File: config.mk
export PLATFORM = sky130hd
export DESIGN_NAME = dual_issue_pair
export DESIGN_NICKNAME = d
export VERILOG_FILES = /design/src/rtl/dual_issue_pkg.sv /design/src/rtl/di_pair_eval.sv /design/src/rtl/di_issue_sel.sv /design/src/rtl/dual_issue_pair.sv
export SDC_FILE = /design/constraint.sdc
export NUM_CORES = 1
export LEC_CHECK = 0
export ABC_CLOCK_PERIOD_IN_PS = 1230
export CELL_PAD_IN_SITES_DETAIL_PLACEMENT = 2
export CELL_PAD_IN_SITES_GLOBAL_PLACEMENT = 2
export CORE_UTILIZATION = 10
export DETAILED_ROUTE_END_ITERATION = 10
export PLACE_DENSITY_LB_ADDON = 0.1
export SLEW_MARGIN = 20
export SYNTH_ARGS = -nofsm -noshare
export SYNTH_HDL_FRONTEND = slang
export SYNTH_SLANG_ARGS = --single-unit
File: constraint.sdc
create_clock -name vclk -period 1.23
set_clock_uncertainty 0.15 [all_clocks]
set_input_delay 0.123 -clock vclk [all_inputs]
set_output_delay 0.123 -clock vclk [all_outputs]
set_load 0.02 [all_outputs]
File: src/rtl/dual_issue_pkg.sv
package dual_issue_pkg;

    typedef enum logic {
        CLS_INT = 1'b0,
        CLS_FP  = 1'b1
    } iclass_e;

    typedef enum logic [1:0] {
        SUB_PLAIN  = 2'd0,
        SUB_FPLOAD = 2'd1,
        SUB_FPSTOR = 2'd2,
        SUB_XMOVE  = 2'd3
    } isub_e;

    typedef struct packed {
        logic pattern;
        logic clash;
        logic dep;
    } pair_eval_t;

    function automatic logic uses_fp_port(isub_e s);
        return (s == SUB_FPLOAD) || (s == SUB_FPSTOR) || (s == SUB_XMOVE);
    endfunction

    function automatic logic int_then_fp(logic v0, iclass_e c0, logic v1, iclass_e c1);
        return v0 && v1 && (c0 == CLS_INT) && (c1 == CLS_FP);
    endfunction

endpackage

File: src/rtl/di_pair_eval.sv
module di_pair_eval
    import dual_issue_pkg::*;
#(
    parameter int REG_W          = 5,
    parameter int EXTRA_FP_PORTS = 0
) (
    input  logic             v0,
    input  iclass_e          c0,
    input  isub_e            sub0,
    input  logic [REG_W-1:0] dst0,
    input  logic             v1,
    input  iclass_e          c1,
    input  logic [REG_W-1:0] srca1,
    input  logic [REG_W-1:0] srcb1,
    output pair_eval_t       ev
);

    logic pat;
    logic clash;
    logic src_hit;

    assign pat     = int_then_fp(v0, c0, v1, c1);
    assign src_hit = (srca1 == dst0) || (srcb1 == dst0);

    generate
        if (EXTRA_FP_PORTS != 0) begin : g_wide_rf
            assign clash = 1'b0;
        end else begin : g_shared_rf
            assign clash = pat && uses_fp_port(sub0);
        end
    endgenerate

    assign ev.pattern = pat;
    assign ev.clash   = clash;
    assign ev.dep     = pat && (sub0 == SUB_FPLOAD) && src_hit;

    // a clash can only come from a slot-0 instruction that touches the FP ports
    always_comb begin
        assert_clash_src_R5: assert (!clash || (c0 == CLS_INT && sub0 != SUB_PLAIN));
    end

endmodule

File: src/rtl/di_issue_sel.sv
module di_issue_sel
    import dual_issue_pkg::*;
(
    input  logic       rdy,
    input  logic       v0,
    input  pair_eval_t ev,
    output logic       iss0,
    output logic       iss1,
    output logic [1:0] cnt
);

    logic go;

    assign go   = rdy && v0;
    assign iss0 = go;
    assign iss1 = go && ev.pattern && !ev.clash && !ev.dep;
    assign cnt  = {1'b0, iss0} + {1'b0, iss1};

    always_comb begin
        assert_idle_R1:     assert (rdy || (!iss0 && !iss1));
        assert_in_order_R7: assert (!iss1 || iss0);
        assert_count_R8:    assert (cnt <= 2'd2 && (cnt == 2'd0) == !iss0);
        assert_hazard_R3:   assert (!iss1 || (ev.pattern && !ev.clash && !ev.dep));
    end

endmodule

File: src/rtl/dual_issue_pair.sv
module dual_issue_pair
    import dual_issue_pkg::*;
#(
    parameter int REG_W          = 5,
    parameter int EXTRA_FP_PORTS = 0
) (
    input  logic             rdy_i,
    input  logic             s0_vld,
    input  logic             s0_cls,
    input  logic [1:0]       s0_sub,
    input  logic [REG_W-1:0] s0_dst,
    input  logic             s1_vld,
    input  logic             s1_cls,
    input  logic [REG_W-1:0] s1_srca,
    input  logic [REG_W-1:0] s1_srcb,
    output logic             iss0,
    output logic             iss1,
    output logic [1:0]       deq_cnt,
    output logic             port_clash,
    output logic             load_dep
);

    pair_eval_t ev;

    di_pair_eval #(
        .REG_W          (REG_W),
        .EXTRA_FP_PORTS (EXTRA_FP_PORTS)
    ) u_eval (
        .v0    (s0_vld),
        .c0    (iclass_e'(s0_cls)),
        .sub0  (isub_e'(s0_sub)),
        .dst0  (s0_dst),
        .v1    (s1_vld),
        .c1    (iclass_e'(s1_cls)),
        .srca1 (s1_srca),
        .srcb1 (s1_srcb),
        .ev    (ev)
    );

    di_issue_sel u_sel (
        .rdy  (rdy_i),
        .v0   (s0_vld),
        .ev   (ev),
        .iss0 (iss0),
        .iss1 (iss1),
        .cnt  (deq_cnt)
    );

    assign port_clash = ev.clash;
    assign load_dep   = ev.dep;

    // the younger slot never issues behind an empty oldest slot
    always_comb begin
        assert_no_skip_R9: assert (s0_vld || (!iss0 && !iss1 && deq_cnt == 2'd0));
    end

endmodule

After elaboration in Yosys (flattened, before gate mapping):

Index checks and enable logic that the tools add are counted.

* bits in registers: 0
* latch bits: 0
* memory bits (writable): 0
* bits in read-only memories: 0
* input bits: 22
* output and inout port bits: 6
* word-level logic and storage cells: 22
* memories kept: 0

* $add $sub $neg: 1
* multipliers: 0
* divide/modulo/power cells: 0
* order comparisons: 0
* equality and inequality tests: 5
* shifts and indexed selects: 0
* multiplexer cells: 0
* bitwise operators: 1
* reductions and logical operators: 15

Operators by type and width (count)
* == test 5 bit: 2
* logical AND 1 bit: 10
* == test 2 bit, second input constant: 2
* logical OR 1 bit: 3
* adder 1 x 1 -> 2 bit: 1
* == test 2 x 1 -> 1 bit, second input constant: 1
* logical NOT 1 bit: 2
* NOT 1 bit: 1

Logic depth before layout (Yosys ltp):

Gate-level depths: netlist (run 1).

* depth after elaboration: 8
* gate-level depth with buffers: 4
* mapped depth without buffers: 4

Modules after synthesis:

A second synthesis (run 1) with hierarchy kept.

* cells, all modules: 26
* area total of the unflattened synthesis: 197.7 µm²

By module, submodules not included
* di_pair_eval: times used 1, cells an instance 22, area an instance 166.4 µm², seq. area each 0.0 µm²
* di_issue_sel: times used 1, cells an instance 4, area an instance 31.3 µm², seq. area each 0.0 µm²

Worst setup path before layout (run 1):

Ideal clock, no wire load.

* path type: input port to output port
* start point: input port s1_srca[0]
* end point: output port load_dep
* arrival: 1154 ps
* data required time: 957 ps
* path slack: -197 ps
* cell stages on the path: 4
* path buffers: 0
* cell sequence: xor2_1 -> nor3_2 -> nand3_1 -> a2111oi_2

* cells in the longest elaborated chain, start to end: 3

RTL lines
* start: declaration: line dual_issue_pair.sv:14 `input logic [REG_W-1:0] s1_srca,`
* == test 5 bit: line di_pair_eval.sv:23 `assign src_hit = (srca1 == dst0) || (srcb1 == dst0);`
* logical OR 1 bit: line di_pair_eval.sv:23
* logical AND 1 bit: line di_pair_eval.sv:35 `assign ev.dep = pat && (sub0 == SUB_FPLOAD) && src_hit;`
* end: declaration: line dual_issue_pair.sv:20 `output logic load_dep`

No other way between the ends.

Worst setup path after layout (run 1):

* start point: input port s1_srca[1]
* end point: output port load_dep

Same word-level chain as after synthesis.

==> impl_metrics.ini, run 1 <==
[yosys]
ys.warnings.count = 0
synth_seq_area_share = 0
largest_area_contributor_in_the_synthesized_netlist = sky130_fd_sc_hd__xor2_1
postSynthNetCount = 46
postSynthAreaPerCell_um2 = 7.56
synthMostInstantiatedCell = sky130_fd_sc_hd__xor2_1
synth_cell_types = 12
synth_area_um2 = 174
most_area_consuming_cells_after_synthesis = sky130_fd_sc_hd__xor2_1, sky130_fd_sc_hd__xnor2_1, sky130_fd_sc_hd__a2111oi_2
post_synth_inst_count = 23
commonest_cells_in_the_synthesized_netlist = sky130_fd_sc_hd__xor2_1, sky130_fd_sc_hd__xnor2_1, sky130_fd_sc_hd__nor2_1, sky130_fd_sc_hd__nand3_1
netlist.area_leader.share = 0.302

[layout]
area_delta_synth_final_pct = 209
layout-drive-gt1-share = 0.696
seq_area_um2 = 0
non_filler_instances = 72
antenna_cells = 0
layout.filler_cells = 187
sequential_cell_total = 0
design.final.nets = 81
n_clock_buffer = 0

[route]
detail_route.wl_per_cell_um = 12.4
drt_pass1_iterations = 6
vias_post_dr = 298
drc_violations = 2
detail-route-antenna-nets = 0
drtIter0Drc = 2
detail_route.vias_per_cell = 4.14
totalWireLength_um = 892

[sta]
grt_setup_unrepaired = true
worst_pin_slew_ns = 0.236
fin_ws_ns = -0.253
finalHoldViolations = 0
layout_min_cycle_time_ns = 1.48
finalCritPeriodShare = 1.21
slew-limit-headroom = 0.843
timing.setup.tns_ns = -0.289
hold_slack_ns = 0.482
finalSetupViolations = 2
finalMaxSlewViolations = 0
timing.fmax_mhz = 674

[clock_network]
hold_bufs_at_cts = 0

[floorplan]
design.die.area_um2 = 1910
floorplan.core_area_um2 = 1560
floorplan.initialDensity = 0.112
floorplan.rows = 14
design.portCount = 28
die_w_um = 43.7
chipHeight_um = 43.7

[outcome]
failed_checks = DRC, setup timing
status = complete, but fails checks

[power_and_ir_drop]
pwr_density_cell_nw_per_um2 = 278
p_leak_nw = 0.248
design_power_total_uw = 149
max-vdd-ir-drop_v = 0.0000771

[worst_setup_path]
critical_path_peak_fanout = 1
worst_setup_path_end_kind = output port
cp-start-kind = input pin
crit_arrival_ns = 1.21
cp.required_ns = 0.96
startpoint = s1_srca[1]
worstSetupPathType = in2out

[hold_path]
min_path_type = in2out
worst_hold_startpoint = s0_sub[0]
hold-path-cell-count = 4
worstHoldEndpoint = load_dep

[global_routing]
grt_pass1_wl_um = 1390
grt_util_all_layers = 0.0957
number_of_antenna_violations_at_the_first_check_in_global_routing = 0
first_global_vias = 337
gr-total-overflow = 0
grt_start_max_net_pins = 4

[job]
drv.max_cap_violation_count = 0

[placement]
port_buffer_count = 28
placed_cells_incl_taps = 70
detailedPlace.worstSlack_ns = -1.17
finalWeightedCongestion = 0.731
hpwlAfterDp_um = 776
timing repair:
action	4_1_cts	5_1_grt
endpoints found under the setup margin	6	4
gates cloned	0	0
gates resized for setup	94	14
pin swaps	20	12
setup buffers	1	1
metal layers:
metal	global-route usage	vias up	part of all wire
met5	0	-	0
met4	0	0	0
met3	0.0125	0	0.11
met2	0.221	17	0.64
met1	0.0875	139	0.24
li1	-	142	-
cells in the final DEF, fill, tap and decap left out, types with 2 or more instances in the layout:
master                          n
sky130_fd_sc_hd__xor2_1         4
sky130_fd_sc_hd__clkbuf_2       5
sky130_fd_sc_hd__dlygate4sd2_1  6
sky130_fd_sc_hd__xnor2_1        2
sky130_fd_sc_hd__buf_6          9
sky130_fd_sc_hd__xnor2_2        2
sky130_fd_sc_hd__nor3_2         2
sky130_fd_sc_hd__buf_2          6
sky130_fd_sc_hd__xor2_2         2
sky130_fd_sc_hd__buf_4          6
worst max-delay path: stages:
cell	delay (ns)
sky130_fd_sc_hd__dlygate4sd2_1	0.24
sky130_fd_sc_hd__xnor2_1	0.17
sky130_fd_sc_hd__nand3_1	0.14
sky130_fd_sc_hd__a2111oi_4	0.35
sky130_fd_sc_hd__buf_4	0.19
cell families after synthesis:
family / after synthesis / synth area share
xor+xnor: 10 / 0.504
simple gates: 10 / 0.317
compound gates: 1 / 0.0863
fa+ha+maj: 1 / 0.0719
buf+inv: 1 / 0.0216
worst max-delay path by stage:
stage          cells after the start  slack (ns)        to
5_1_grt                            6       -0.35  load_dep
3_3_place_gp                       6       -1.11  load_dep
6_report                           5       -0.25  load_dep
4_1_cts                            6       -0.30  load_dep
3_5_place_dp                       6       -1.17  load_dep
2_1_floorplan                      4       -0.09  load_dep
stage by stage:
| step | utilization | area [um2] |
|---|---|---|
| after detailed placement | 0.339 | 529 |
| final | 0.345 | 538 |
| after CTS | 0.339 | 529 |
| after global routing | 0.345 | 538 |
| after floorplan | - | 206 |
| after global placement | 0.339 | 529 |
report_power, final:
group          total, mW  switching, mW  internal (mW)
logic              0.149         0.0625         0.0869
clock network          0              0              0
registers              0              0              0
total              0.149         0.0625         0.0869
cell type report:
| type | instances | area (um2) | share of cell area |
|---|---|---|---|
| repair buffers | 33 | 264 | 0.491 |
| multi-input cells | 22 | 250 | 0.465 |
| well taps | 16 | 20.0 | 0.0372 |
| inverters | 1 | 3.75 | 0.00698 |
(Power assumes the default switching activity.)
==> run 2: changes to the inputs <==
--- a/config.mk
+++ b/config.mk
@@ -10,8 +10,9 @@
 export CELL_PAD_IN_SITES_GLOBAL_PLACEMENT = 2
 export CORE_UTILIZATION = 10
 export DETAILED_ROUTE_END_ITERATION = 10
+export MAX_ROUTING_LAYER = met4
 export PLACE_DENSITY_LB_ADDON = 0.1
-export SLEW_MARGIN = 20
+export SLEW_MARGIN = 0
 export SYNTH_ARGS = -nofsm -noshare
 export SYNTH_HDL_FRONTEND = slang
 export SYNTH_SLANG_ARGS = --single-unit
==> run 2 against run 1 <==
  * Count of clock-buffer cells in the layout did not move
  * Critical path depth did not move
  * Highest routed layer unchanged
  * Non-clock buffer count did not move
  * Maximum frequency did not move
  * Final cell count did not move
  * The run still ends with DRC, setup timing left
  * Largest power group unchanged
  * Global-route usage rose by 0.30 points
  * Setup slack did not move
==> impl_metrics.ini, run 2 (same netlist as run 1, synthesis figures left out) <==
[power_and_ir_drop]
seq_power_share = 0
power.switching_uw = 62.6
p_sw_frac = 0.419
p_int_uw = 86.9
combPwrFrac = 1.000
pwr_density_cell_nw_per_um2 = 278
p_leak_nw = 0.248
design_power_total_uw = 149
power_frac_clock = 0
max-vdd-ir-drop_v = 0.0000771

[route]
drc_violations = 2
totalWireLength_um = 893
detail_route.wl_per_cell_um = 12.4
detail-route-antenna-nets = 0
vias_post_dr = 298
drtIter0Drc = 2
drt_pass1_iterations = 6
detail_route.vias_per_cell = 4.14

[sta]
worst_pin_slew_ns = 0.236
finalHoldViolations = 0
finalMaxSlewViolations = 0
slew-limit-headroom = 0.843
timing.setup.tns_ns = -0.289
layout_min_cycle_time_ns = 1.48
timing.fmax_mhz = 674
hold_slack_ns = 0.482
fin_ws_ns = -0.253
finalSetupViolations = 2
grt_setup_unrepaired = true
finalCritPeriodShare = 1.21

[layout]
multiInputGateArea_um2 = 250
area_delta_synth_final_pct = 209
n_clock_buffer = 0
seq_area_um2 = 0
design.final.nets = 81
postLayoutCellArea_um2 = 538
antenna_cells = 0
highest_count_cells_in_the_layout_ignoring_fill_and_taps = sky130_fd_sc_hd__buf_6, sky130_fd_sc_hd__dlygate4sd2_1, sky130_fd_sc_hd__buf_2, sky130_fd_sc_hd__buf_4, sky130_fd_sc_hd__clkbuf_2
layout-drive-gt1-share = 0.696
layout.filler_cells = 187
sequential_cell_total = 0
layout_commonest_cell = sky130_fd_sc_hd__buf_6

[outcome]
failed_checks = DRC, setup timing
status = complete, but fails checks

[hold_path]
hold-path-cell-count = 4
min_path_type = in2out

[worst_setup_path]
cp.required_ns = 0.96
cp-start-kind = input pin
critical_path_peak_fanout = 1
crit_arrival_ns = 1.21
worst_setup_path_end_kind = output port
worstSetupPathType = in2out

[global_routing]
grt_pass1_wl_um = 1390
number_of_antenna_violations_at_the_first_check_in_global_routing = 0
grt_start_max_net_pins = 4
grt_util_all_layers = 0.0987
first_global_vias = 337
gr-total-overflow = 0

[placement]
finalWeightedCongestion = 0.740
post_dp_cell_area_um2 = 529
port_buffer_count = 28
detailedPlace.worstSlack_ns = -1.17
hpwlAfterDp_um = 776

[floorplan]
chipHeight_um = 43.7
floorplan.core_area_um2 = 1560
floorplan.rows = 14
die_w_um = 43.7
design.die.area_um2 = 1910
floorplan.initialDensity = 0.112
design.portCount = 28

[job]
drv.max_cap_violation_count = 0

[clock_network]
hold_bufs_at_cts = 0
## run 2: timing repair
action | 4_1_cts | 5_1_grt
endpoints found under the setup margin | 6 | 4
pin swaps | 20 | 12
gates resized for setup | 94 | 14
setup buffers | 1 | 1
## run 2: metrics by stage
step                      cells  utilization
after floorplan              23            -
after global placement       70        0.339
after detailed placement     70        0.339
after CTS                    71        0.339
after global routing         72        0.345
final                        72        0.345
## run 2: cell type report
| type | instances | share of cell area |
|---|---|---|
| timing repair buffer | 33 | 0.491 |
| inverter | 1 | 0.00698 |
| tap | 16 | 0.0372 |
| multi-input combinational | 22 | 0.465 |
## run 2: critical path, stage by stage
cell                            delay (ns)
sky130_fd_sc_hd__dlygate4sd2_1        0.24
sky130_fd_sc_hd__xnor2_1              0.17
sky130_fd_sc_hd__nand3_1              0.14
sky130_fd_sc_hd__a2111oi_4            0.35
sky130_fd_sc_hd__buf_4                0.19
## run 2: final timing paths
check	from	to	slack, ns
max	s1_srca[1]	load_dep	-0.25
min	s0_sub[0]	load_dep	0.48
## run 2: power groups by stage
stage	logic [mW]	registers, mW	clock network, mW
3_5_place_dp	0.151	0	0
5_1_grt	0.161	0	0
6_report	0.149	0	0
3_3_place_gp	0.147	0	0
2_1_floorplan	0.0508	0	0
4_1_cts	0.147	0	0
## run 2: metal layers
metal  vias up  global-route usage  part of all wire
met5         -                   -                 0
met4         0                   0                 0
met3         0             0.00833              0.11
met2        17               0.221              0.64
met1       139              0.0900              0.25
li1        142                   -                 -
==> run 3: changes to the inputs <==
--- a/config.mk
+++ b/config.mk
@@ -10,6 +10,7 @@
 export CELL_PAD_IN_SITES_GLOBAL_PLACEMENT = 2
 export CORE_UTILIZATION = 10
 export DETAILED_ROUTE_END_ITERATION = 10
+export GPL_TIMING_DRIVEN = 0
 export MAX_ROUTING_LAYER = met4
 export PLACE_DENSITY_LB_ADDON = 0.1
 export SLEW_MARGIN = 0
==> run 3 against run 2 <==
  * Critical path type unchanged
  * Via count shrank 1.3%
  * The run still ends with DRC, setup timing left
  * Hold slack lost 0.070 ns
  * Setup slack lost 0.033 ns
  * Non-clock buffer count shrank 1
  * Sequential cell count is the same
  * Count of clock-buffer cells in the layout is the same
==> impl_metrics.ini, run 3 (same netlist as run 1, synthesis figures left out) <==
[worst_setup_path]
cp.required_ns = 0.96
cp-start-kind = input pin
worstSetupPathType = in2out
cp_slowest_cell = sky130_fd_sc_hd__a2111oi_4
worstPathBufferInverterCount = 2
critical_path_peak_fanout = 1
worst_setup_path_end_kind = output port
crit_arrival_ns = 1.24
worstPathCellList = buf_6 > xor2_2 > nor3_2 > nand3_1 > a2111oi_4 > buf_4
critical-path-max-stage-delay_ns = 0.35
timing.critical_path.max_delay_family = compound AO/OA/AOI/OAI gates

[sta]
fin_ws_ns = -0.286
finalMaxSlewViolations = 0
layout_min_cycle_time_ns = 1.52
worst_pin_slew_ns = 0.229
finalHoldViolations = 0
finalCritPeriodShare = 1.23
slew-limit-headroom = 0.847
grt_setup_unrepaired = true
timing.fmax_mhz = 660
timing.setup.tns_ns = -0.335
finalSetupViolations = 2

[global_routing]
grt_pass1_wl_um = 1340
gr-total-overflow = 0
first_global_vias = 304
grt_util_all_layers = 0.0961
grt_start_max_net_pins = 3
number_of_antenna_violations_at_the_first_check_in_global_routing = 0

[power_and_ir_drop]
power.switching_uw = 54.5
design_power_total_uw = 129
max-vdd-ir-drop_v = 0.0000793
seq_power_share = 0
combPwrFrac = 1.000
power_frac_clock = 0
p_leak_nw = 0.223
pwr_density_cell_nw_per_um2 = 267
p_int_uw = 74.5
p_sw_frac = 0.423

[layout]
layout-drive-gt1-share = 0.582
layout_commonest_cell = sky130_fd_sc_hd__buf_2
highest_count_cells_in_the_layout_ignoring_fill_and_taps = sky130_fd_sc_hd__buf_2, sky130_fd_sc_hd__dlygate4sd2_1, sky130_fd_sc_hd__buf_6, sky130_fd_sc_hd__xor2_1, sky130_fd_sc_hd__buf_4
final_core_area_utilization = 0.310
postLayoutCellArea_um2 = 483
antenna_cells = 0
design.final.nets = 80
area_delta_synth_final_pct = 178
sequential_cell_total = 0
n_clock_buffer = 0
seq_area_um2 = 0

[placement]
detailedPlace.worstSlack_ns = -1.14
port_buffer_count = 28
finalWeightedCongestion = 0.700
post_dp_cell_area_um2 = 507
hpwlAfterDp_um = 745

[route]
drc_violations = 2
drtIter0Drc = 2
detail_route.vias_per_cell = 4.14
detail_route.wl_per_cell_um = 12.0
totalWireLength_um = 849
vias_post_dr = 294
detail-route-antenna-nets = 0
drt_pass1_iterations = 6

[hold_path]
min_path_type = in2out

[floorplan]
design.die.area_um2 = 1910
design.portCount = 28
floorplan.rows = 14
floorplan.core_area_um2 = 1560
chipHeight_um = 43.7
die_w_um = 43.7
floorplan.initialDensity = 0.112

[clock_network]
hold_bufs_at_cts = 0

[job]
drv.max_cap_violation_count = 0

[outcome]
status = complete, but fails checks
failed_checks = DRC, setup timing
==> run 3: changes by cell type in the layout (fill, tap and decap cells not counted), sizes merged <==
cell	previous run	this run
clkbuf	5	3
dlygate4sd2	6	7
==> run 3: repair_timing <==
action	in CTS	in global routing
cloned	0	0
buffers inserted	4	0
gates resized for setup	91	7
setup endpoints to repair	6	4
pin swaps	18	12
==> run 3: cell type report <==
type,instances,area [um2]
Inverter,1,3.75
Fill cell,194,1080
Multi-Input combinational cell,22,218
Timing Repair Buffer,32,241
Tap cell,16,20.0
==> run 3: metal layers <==
metal  vias to the layer above  wire (um)  share of wire  GRT usage
li1                        142          -              -          -
met1                       135        206           0.24     0.0877
met2                        17        539           0.63      0.206
met3                         0        103           0.12     0.0208
met4                         0          0              0          0
met5                         -          0              0          -
==> run 3: power by group through the flow <==
| stage | Sequential (mW) | Combinational (mW) | Clock [mW] |
|---|---|---|---|
| 5_1_grt | 0 | 0.141 | 0 |
| 4_1_cts | 0 | 0.133 | 0 |
| 6_report | 0 | 0.129 | 0 |
| 3_3_place_gp | 0 | 0.141 | 0 |
| 3_5_place_dp | 0 | 0.145 | 0 |
| 2_1_floorplan | 0 | 0.0508 | 0 |
==> run 3: final timing paths <==
kind,startpoint,endpoint,slack (ns),depth (start not counted)
setup / recovery,s1_srca[4],load_dep,-0.29,6
hold / removal,s0_sub[1],load_dep,0.41,3
==> run 3: per-stage QoR <==
step                hold WS (ns)  cells
finish                     0.412     71
global route               0.421     71
CTS                        0.540     71
detailed placement          1.20     67
global placement            1.20     67
floorplan                  0.135     23
==> run 3: worst min-delay path, delay by kind of cell <==
family | cells | cell delay (ns)
buffers and inverters | 2 | 0.26
AO/OA/AOI/OAI | 1 | 0.05
